## config.mk

```make
export PLATFORM = sky130hd
export DESIGN_NAME = exc_seq_ctrl
export DESIGN_NICKNAME = d
export VERILOG_FILES = /design/src/rtl/exc_pkg.sv /design/src/rtl/exc_pick.sv /design/src/rtl/exc_pend.sv /design/src/rtl/exc_seq_ctrl.sv
export SDC_FILE = /design/constraint.sdc
export NUM_CORES = 1
export LEC_CHECK = 0
export BUFFER_PORTS_ARGS = -buffer_cell sky130_fd_sc_hd__clkbuf_2
export CORE_MARGIN = 4
export CORE_UTILIZATION = 40
export CTS_CLUSTER_SIZE = 12
export DETAILED_ROUTE_END_ITERATION = 16
export PLACE_DENSITY = 0.72
export RECOVER_POWER = 100
export SETUP_SLACK_MARGIN = 0.05
export SLEW_MARGIN = 20
export SYNTH_ARGS = -nofsm -noshare
export SYNTH_HDL_FRONTEND = slang
export SYNTH_SLANG_ARGS = --single-unit
```

## constraint.sdc

```tcl
create_clock -name clk -period 5.1 [get_ports clk]
set_input_delay 0.255 -clock clk [delete_from_list [all_inputs] [get_ports clk]]
set_output_delay 0.255 -clock clk [all_outputs]
set_load 0.005 [all_outputs]
```

## src/rtl/exc_pkg.sv

```systemverilog
package exc_pkg;
    // Bit positions inside the machine-state word.
    localparam int unsigned MS_IE_BIT   = 0;  // external interrupts enabled
    localparam int unsigned MS_USER_BIT = 1;  // user (non-supervisor) mode
    // Fixed cause codes ahead of the parameterised groups.
    localparam int unsigned CODE_SRESET = 0;
    localparam int unsigned CODE_MCHECK = 1;
    localparam int unsigned CODE_SYNC0  = 2;
endpackage

```

## src/rtl/exc_pick.sv

```systemverilog
module exc_pick #(
    parameter int N = 4,
    localparam int IW = (N > 1) ? $clog2(N) : 1
) (
    input  logic [N-1:0]  req,
    output logic          any,
    output logic [IW-1:0] idx
);
    // Lowest index wins.
    always_comb begin
        any = 1'b0;
        idx = '0;
        for (int i = N - 1; i >= 0; i--) begin
            if (req[i]) begin
                any = 1'b1;
                idx = IW'(i);
            end
        end
    end
endmodule

```

## src/rtl/exc_pend.sv

```systemverilog
module exc_pend #(
    parameter int N = 2,
    localparam int IW = (N > 1) ? $clog2(N) : 1
) (
    input  logic          clk,
    input  logic          rst_n,
    input  logic [N-1:0]  set,
    input  logic          clr_en,
    input  logic [IW-1:0] clr_idx,
    output logic [N-1:0]  pend
);
    for (genvar g = 0; g < N; g++) begin : g_bit
        logic bit_d, bit_q;
        always_comb begin
            bit_d = bit_q;
            if (clr_en && clr_idx == IW'(g)) bit_d = 1'b0;
            if (set[g]) bit_d = 1'b1;
        end
        always_ff @(posedge clk) begin
            if (!rst_n) bit_q <= 1'b0;
            else        bit_q <= bit_d;
        end
        assign pend[g] = bit_q;
    end
endmodule

```

## src/rtl/exc_seq_ctrl.sv

```systemverilog
module exc_seq_ctrl #(
    parameter int AW = 32,
    parameter int MW = 8,
    parameter int NS = 4,
    parameter int NA = 2,
    parameter logic [AW-1:0] VEC_BASE = '0,
    parameter int VEC_SHIFT = 8,
    parameter logic [NS-1:0] AFTER_MASK = 4'b1100,
    parameter int ILEN = 4,
    localparam int NCODE = 2 + NS + NA,
    localparam int CW = $clog2(NCODE)
) (
    input  logic          clk,
    input  logic          rst_n,
    input  logic          cmp_valid,
    input  logic [AW-1:0] cmp_pc,
    input  logic [NS-1:0] cmp_fault,
    input  logic [NA-1:0] ext_req,
    input  logic [NA-1:0] irq_en_mask,
    input  logic          sq_empty,
    input  logic          sreset_req,
    input  logic          mcheck_req,
    input  logic          rfi,
    input  logic          msr_wr,
    input  logic [MW-1:0] msr_wdata,
    output logic          flush,
    output logic          cmp_commit,
    output logic          redirect,
    output logic [AW-1:0] redirect_pc,
    output logic          take,
    output logic [CW-1:0] take_code,
    output logic [AW-1:0] srr0,
    output logic [MW-1:0] srr1,
    output logic [MW-1:0] msr,
    output logic          supervisor
);
    import exc_pkg::*;

    localparam int SIW = (NS > 1) ? $clog2(NS) : 1;
    localparam int AIW = (NA > 1) ? $clog2(NA) : 1;

    typedef struct packed {
        logic [MW-1:0] ms;
        logic [AW-1:0] ret;
        logic [MW-1:0] saved;
    } state_t;

    state_t s_d, s_q;

    logic [NS-1:0]  sync_req;
    logic           sync_any;
    logic [SIW-1:0] sync_idx;
    logic [NA-1:0]  pend_q, async_req;
    logic           async_any;
    logic [AIW-1:0] async_idx;
    logic           take_sr, take_mc, take_sy, take_as, async_ok;
    logic [AW-1:0]  ret_addr, vec_addr;

    assign sync_req  = cmp_valid ? cmp_fault : '0;
    assign async_req = pend_q & irq_en_mask;

    exc_pick #(.N(NS)) u_sync_pick (
        .req (sync_req),
        .any (sync_any),
        .idx (sync_idx)
    );

    exc_pick #(.N(NA)) u_async_pick (
        .req (async_req),
        .any (async_any),
        .idx (async_idx)
    );

    exc_pend #(.N(NA)) u_pend (
        .clk     (clk),
        .rst_n   (rst_n),
        .set     (ext_req),
        .clr_en  (take_as),
        .clr_idx (async_idx),
        .pend    (pend_q)
    );

    // Arbitration and redirect, same cycle.
    always_comb begin
        async_ok = s_q.ms[MS_IE_BIT] && sq_empty && cmp_valid && !rfi;
        take_sr  = sreset_req;
        take_mc  = mcheck_req && !take_sr;
        take_sy  = sync_any && !take_sr && !take_mc;
        take_as  = async_any && async_ok && !take_sr && !take_mc && !sync_any;

        take_code = '0;
        ret_addr  = cmp_pc;
        if (take_sr) begin
            take_code = CW'(CODE_SRESET);
        end else if (take_mc) begin
            take_code = CW'(CODE_MCHECK);
        end else if (take_sy) begin
            take_code = CW'(CODE_SYNC0) + CW'(sync_idx);
            if (AFTER_MASK[sync_idx]) ret_addr = cmp_pc + AW'(ILEN);
        end else if (take_as) begin
            take_code = CW'(CODE_SYNC0 + NS) + CW'(async_idx);
            ret_addr  = cmp_pc + AW'(ILEN);
        end

        take        = take_sr || take_mc || take_sy || take_as;
        vec_addr    = VEC_BASE + ((AW'(take_code) + AW'(1)) << VEC_SHIFT);
        flush       = take;
        redirect    = take || rfi;
        redirect_pc = take ? vec_addr : s_q.ret;
        cmp_commit  = cmp_valid && !take_sr && !take_mc && !take_sy;
    end

    // Next state of the save registers and machine state.
    always_comb begin
        s_d = s_q;
        if (take) begin
            s_d.ret                = ret_addr;
            s_d.saved              = s_q.ms;
            s_d.ms[MS_IE_BIT]      = 1'b0;
            s_d.ms[MS_USER_BIT]    = 1'b0;
        end else if (rfi) begin
            s_d.ms = s_q.saved;
        end else if (msr_wr) begin
            s_d.ms = msr_wdata;
        end
    end

    always_ff @(posedge clk) begin
        if (!rst_n) s_q <= '0;
        else        s_q <= s_d;
    end

    assign srr0       = s_q.ret;
    assign srr1       = s_q.saved;
    assign msr        = s_q.ms;
    assign supervisor = !s_q.ms[MS_USER_BIT];
endmodule

```

==> metrics.yaml <==
status:
  outcome: "complete, but fails checks"
  failed_checks: "max-capacitance violations, max-slew violations"
floorplan:
  io_pins: 144
  rows: 30
  die_h_um: 91.9
  dieArea_um2: 8440
  floorplan.initialDensity: 0.412
  core-area_um2: 6830
  die_x_um: 91.9
routing:
  first_iter_violations: 234
  dr.pass1.iters: 5
  drc: 0
  viasPerCell: 5.32
  routed_wl_um: 8900
  vias: 3147
  avgRoutedWirePerCell_um: 15.1
  ant_nets: 0
worst_setup_path:
  crit_required_ns: 4.85
  cp-start-kind: "primary input"
  worst_ep_arrival_time_ns: 3.09
  crit_fanout: 42
  rr_startpoint: "msr[0]"
  end_kind: "output port"
  rr_worst_depth: 6
  criticalPathCategory: "in -> out"
  r2r_slack_ns: 2.14
  r2r-end: "srr0[26]"
timing:
  slew_headroom: -0.237
  clock_skew_ns: 0.0102
  setup_viol: 0
  post-route-period-util: 0.656
  max_freq_ghz: 0.299
  slew_violations: 112
  tightest_slew_ns: 1.85
  finalCriticalPeriod_ns: 3.35
  rsz0062_at_grt: "false"
  finalSetupTns_ns: 0
  finalHoldViolations: 0
yosys:
  synth_mux_area_frac: 0.0320
  synthAdderAreaFrac: 0.00445
  synth_nets: 422
  async_flop_share: 0
  yosys.area_share.simple: 0.283
  synth-main-ff-cell: "dfxtp_1"
  synth_xor_area_frac: 0.0591
  ys_types: 48
  syn_area_per_cell_um2: 7.71
  synth-edff-count: 0
  synth_top_family_by_area: "simple AND/OR/NAND/NOR gates"
  seq_area_frac_synth: 0.356
  synth_cells: 365
  synth_compound_area_frac: 0.214
  yosys_warnings: 0
  netlist_area_um2: 2810
  synth_seq_cells: 50
pwr:
  p_leak_nw: 1.50
  irDropWorstVdd_v: 0.000106
  p_per_area_nw_per_um2: 242
flow_run:
  maxCapViolations: 2
final_layout:
  instances_no_fill: 591
  stdcell_area_um2: 3630
  syn2layout_area_growth_pct: 29.1
  drive_gt1_frac: 0.230
  antenna_cells: 0
  num-fill-cells: 716
  final_nets: 551
place:
  gp_congestion: 0.884
  dp_hpwl_um: 6750
  dpl.cell_count: 583
  io_buffers: 143
  dpl_cell_area_um2: 3560
min_path:
  whs_path_depth: 3
  hold_class: "in -> reg"
  min-delay-start: "ext_req[0]"
  hold_end: "u_pend.g_bit[0].bit_q"
clock_network:
  cts.reportedPaths.clkPinSlew_ns: 0.10
  cts_hold_buf: 0
  cts_setup_buffers: 0
  insertion_delay_ns: 0.30
  cts_root_buf: "clkbuf_8"
  cts_made_buffers: 5
  clock_path_buffers: 2
  htree_levels: 2
  cts_resized: 0
  cts.sinks: 50
  cts_tree: "yes"
grt:
  grt_use_total: 0.206
  grt_pass1_vias: 2852
  grt_overflow: 0
  antenna_found_initial: 0
  grt_first_pass_wirelength_um: 14400
  grt_max_degree: 69
==> where the power goes <==
part / switching (W) / internal, W / total [W]
combinational: 0.0000890 / 0.0000639 / 0.000153
sequential: 0.0000163 / 0.000414 / 0.000430
clock: 0.000136 / 0.000162 / 0.000298
total: 0.000241 / 0.000639 / 0.000881
==> metrics by stage <==
| stage | hold slack, ns | total power [W] | utilization | setup WS (ns) |
|---|---|---|---|---|
| global route | 0.183 | 0.000919 | 0.532 | 1.34 |
| global placement | 0.462 | 0.000592 | 0.522 | 2.37 |
| detailed placement | 0.464 | 0.000595 | 0.522 | 2.30 |
| CTS | 0.156 | 0.000891 | 0.540 | 2.33 |
| finish | 0.161 | 0.000881 | 0.532 | 1.75 |
| floorplan | 0.372 | 0.000512 | - | 2.57 |
==> cell type report <==
class,instances,area [um^2],share of cell area
sequential,50,1000,0.275
clock inverter,2,38.8,0.0107
inverter,12,45.0,0.0124
clock buffer,6,82.6,0.0227
multi-input combinational,280,1670,0.459
timing repair buffer,145,678,0.187
tap,96,120,0.0331
==> cells by family after synthesis <==
| group | after synthesis |
|---|---|
| AOI/OAI and AO/OA | 99 |
| buffers and inverters | 35 |
| adders and majority gates | 1 |
| and+or+nand+nor | 152 |
| muxes | 9 |
| DFF | 50 |
| xor gates and xnor gates | 19 |
==> cells in the final DEF, fill, tap and decap left out, types with 2 or more instances in the layout <==
cell type  count
a211oi_1      14
a21oi_1       31
a31oi_1        5
and2_0        12
and2_1        13
and3_1         3
clkbuf_1      40
clkbuf_2     104
clkbuf_8       6
dfxtp_1       50
inv_1         12
mux2i_1        9
nand2_1       32
nand3_1       12
nand4_1       13
nor2_1        24
nor2b_1        3
nor3_1        14
nor4_1         8
o211a_1        2
o21a_1         2
o21ai_0       30
o311ai_0       2
or3_1          7
or4_1          4
xnor2_1       13
xor2_1         6
==> how the worst max path moves through the flow <==
stage,from,endpoint,slack (ns),depth (start not counted)
finish,sreset_req,redirect_pc[10],1.75,8
detailed placement,sreset_req,srr0[31],2.30,6
CTS,msr[0],redirect_pc[10],2.33,7
global placement,sreset_req,srr0[31],2.37,6
floorplan,sreset_req,srr0[31],2.57,8
global route,sreset_req,redirect_pc[10],1.34,8
==> cell usage after synthesis (all sizes together), types with 5 or more instances <==
cell,number,area [um^2]
o21ai,31,155
a21oi,31,155
nor4,8,50.1
or3,7,43.8
a31oi,5,31.3
a211oi,14,105
nor3,14,70.1
and2,25,156
mux2i,9,90.1
inv,12,45.0
nand4,13,81.3
dfxtp,50,1000
xnor2,13,114
nand3,12,60.1
nor2,24,90.1
xor2,6,52.6
clkbuf,19,71.3
nand2,32,120
==> metal layers <==
layer,vias up,part of all wire,global-route usage
met5,-,0,0
met4,0,0.017,0.0520
met3,13,0.077,0.0345
met2,141,0.46,0.334
met1,1413,0.44,0.286
li1,1580,-,-
==> flip-flops by register name, summed over array words and instances (netlist names) <==
register and count:
u_pend.g_bit.bit_q 2, srr1 8, srr0 32, msr 8
==> critical path: stages <==
cell and delay [ns]:
clkbuf_1 0.15, nor4_1 0.62, o211ai_1 0.21, nand2_1 0.13, clkbuf_1 1.21, nor2_1 0.07, a211oi_1 0.28, clkbuf_1 0.16
(Power assumes the default switching activity.)
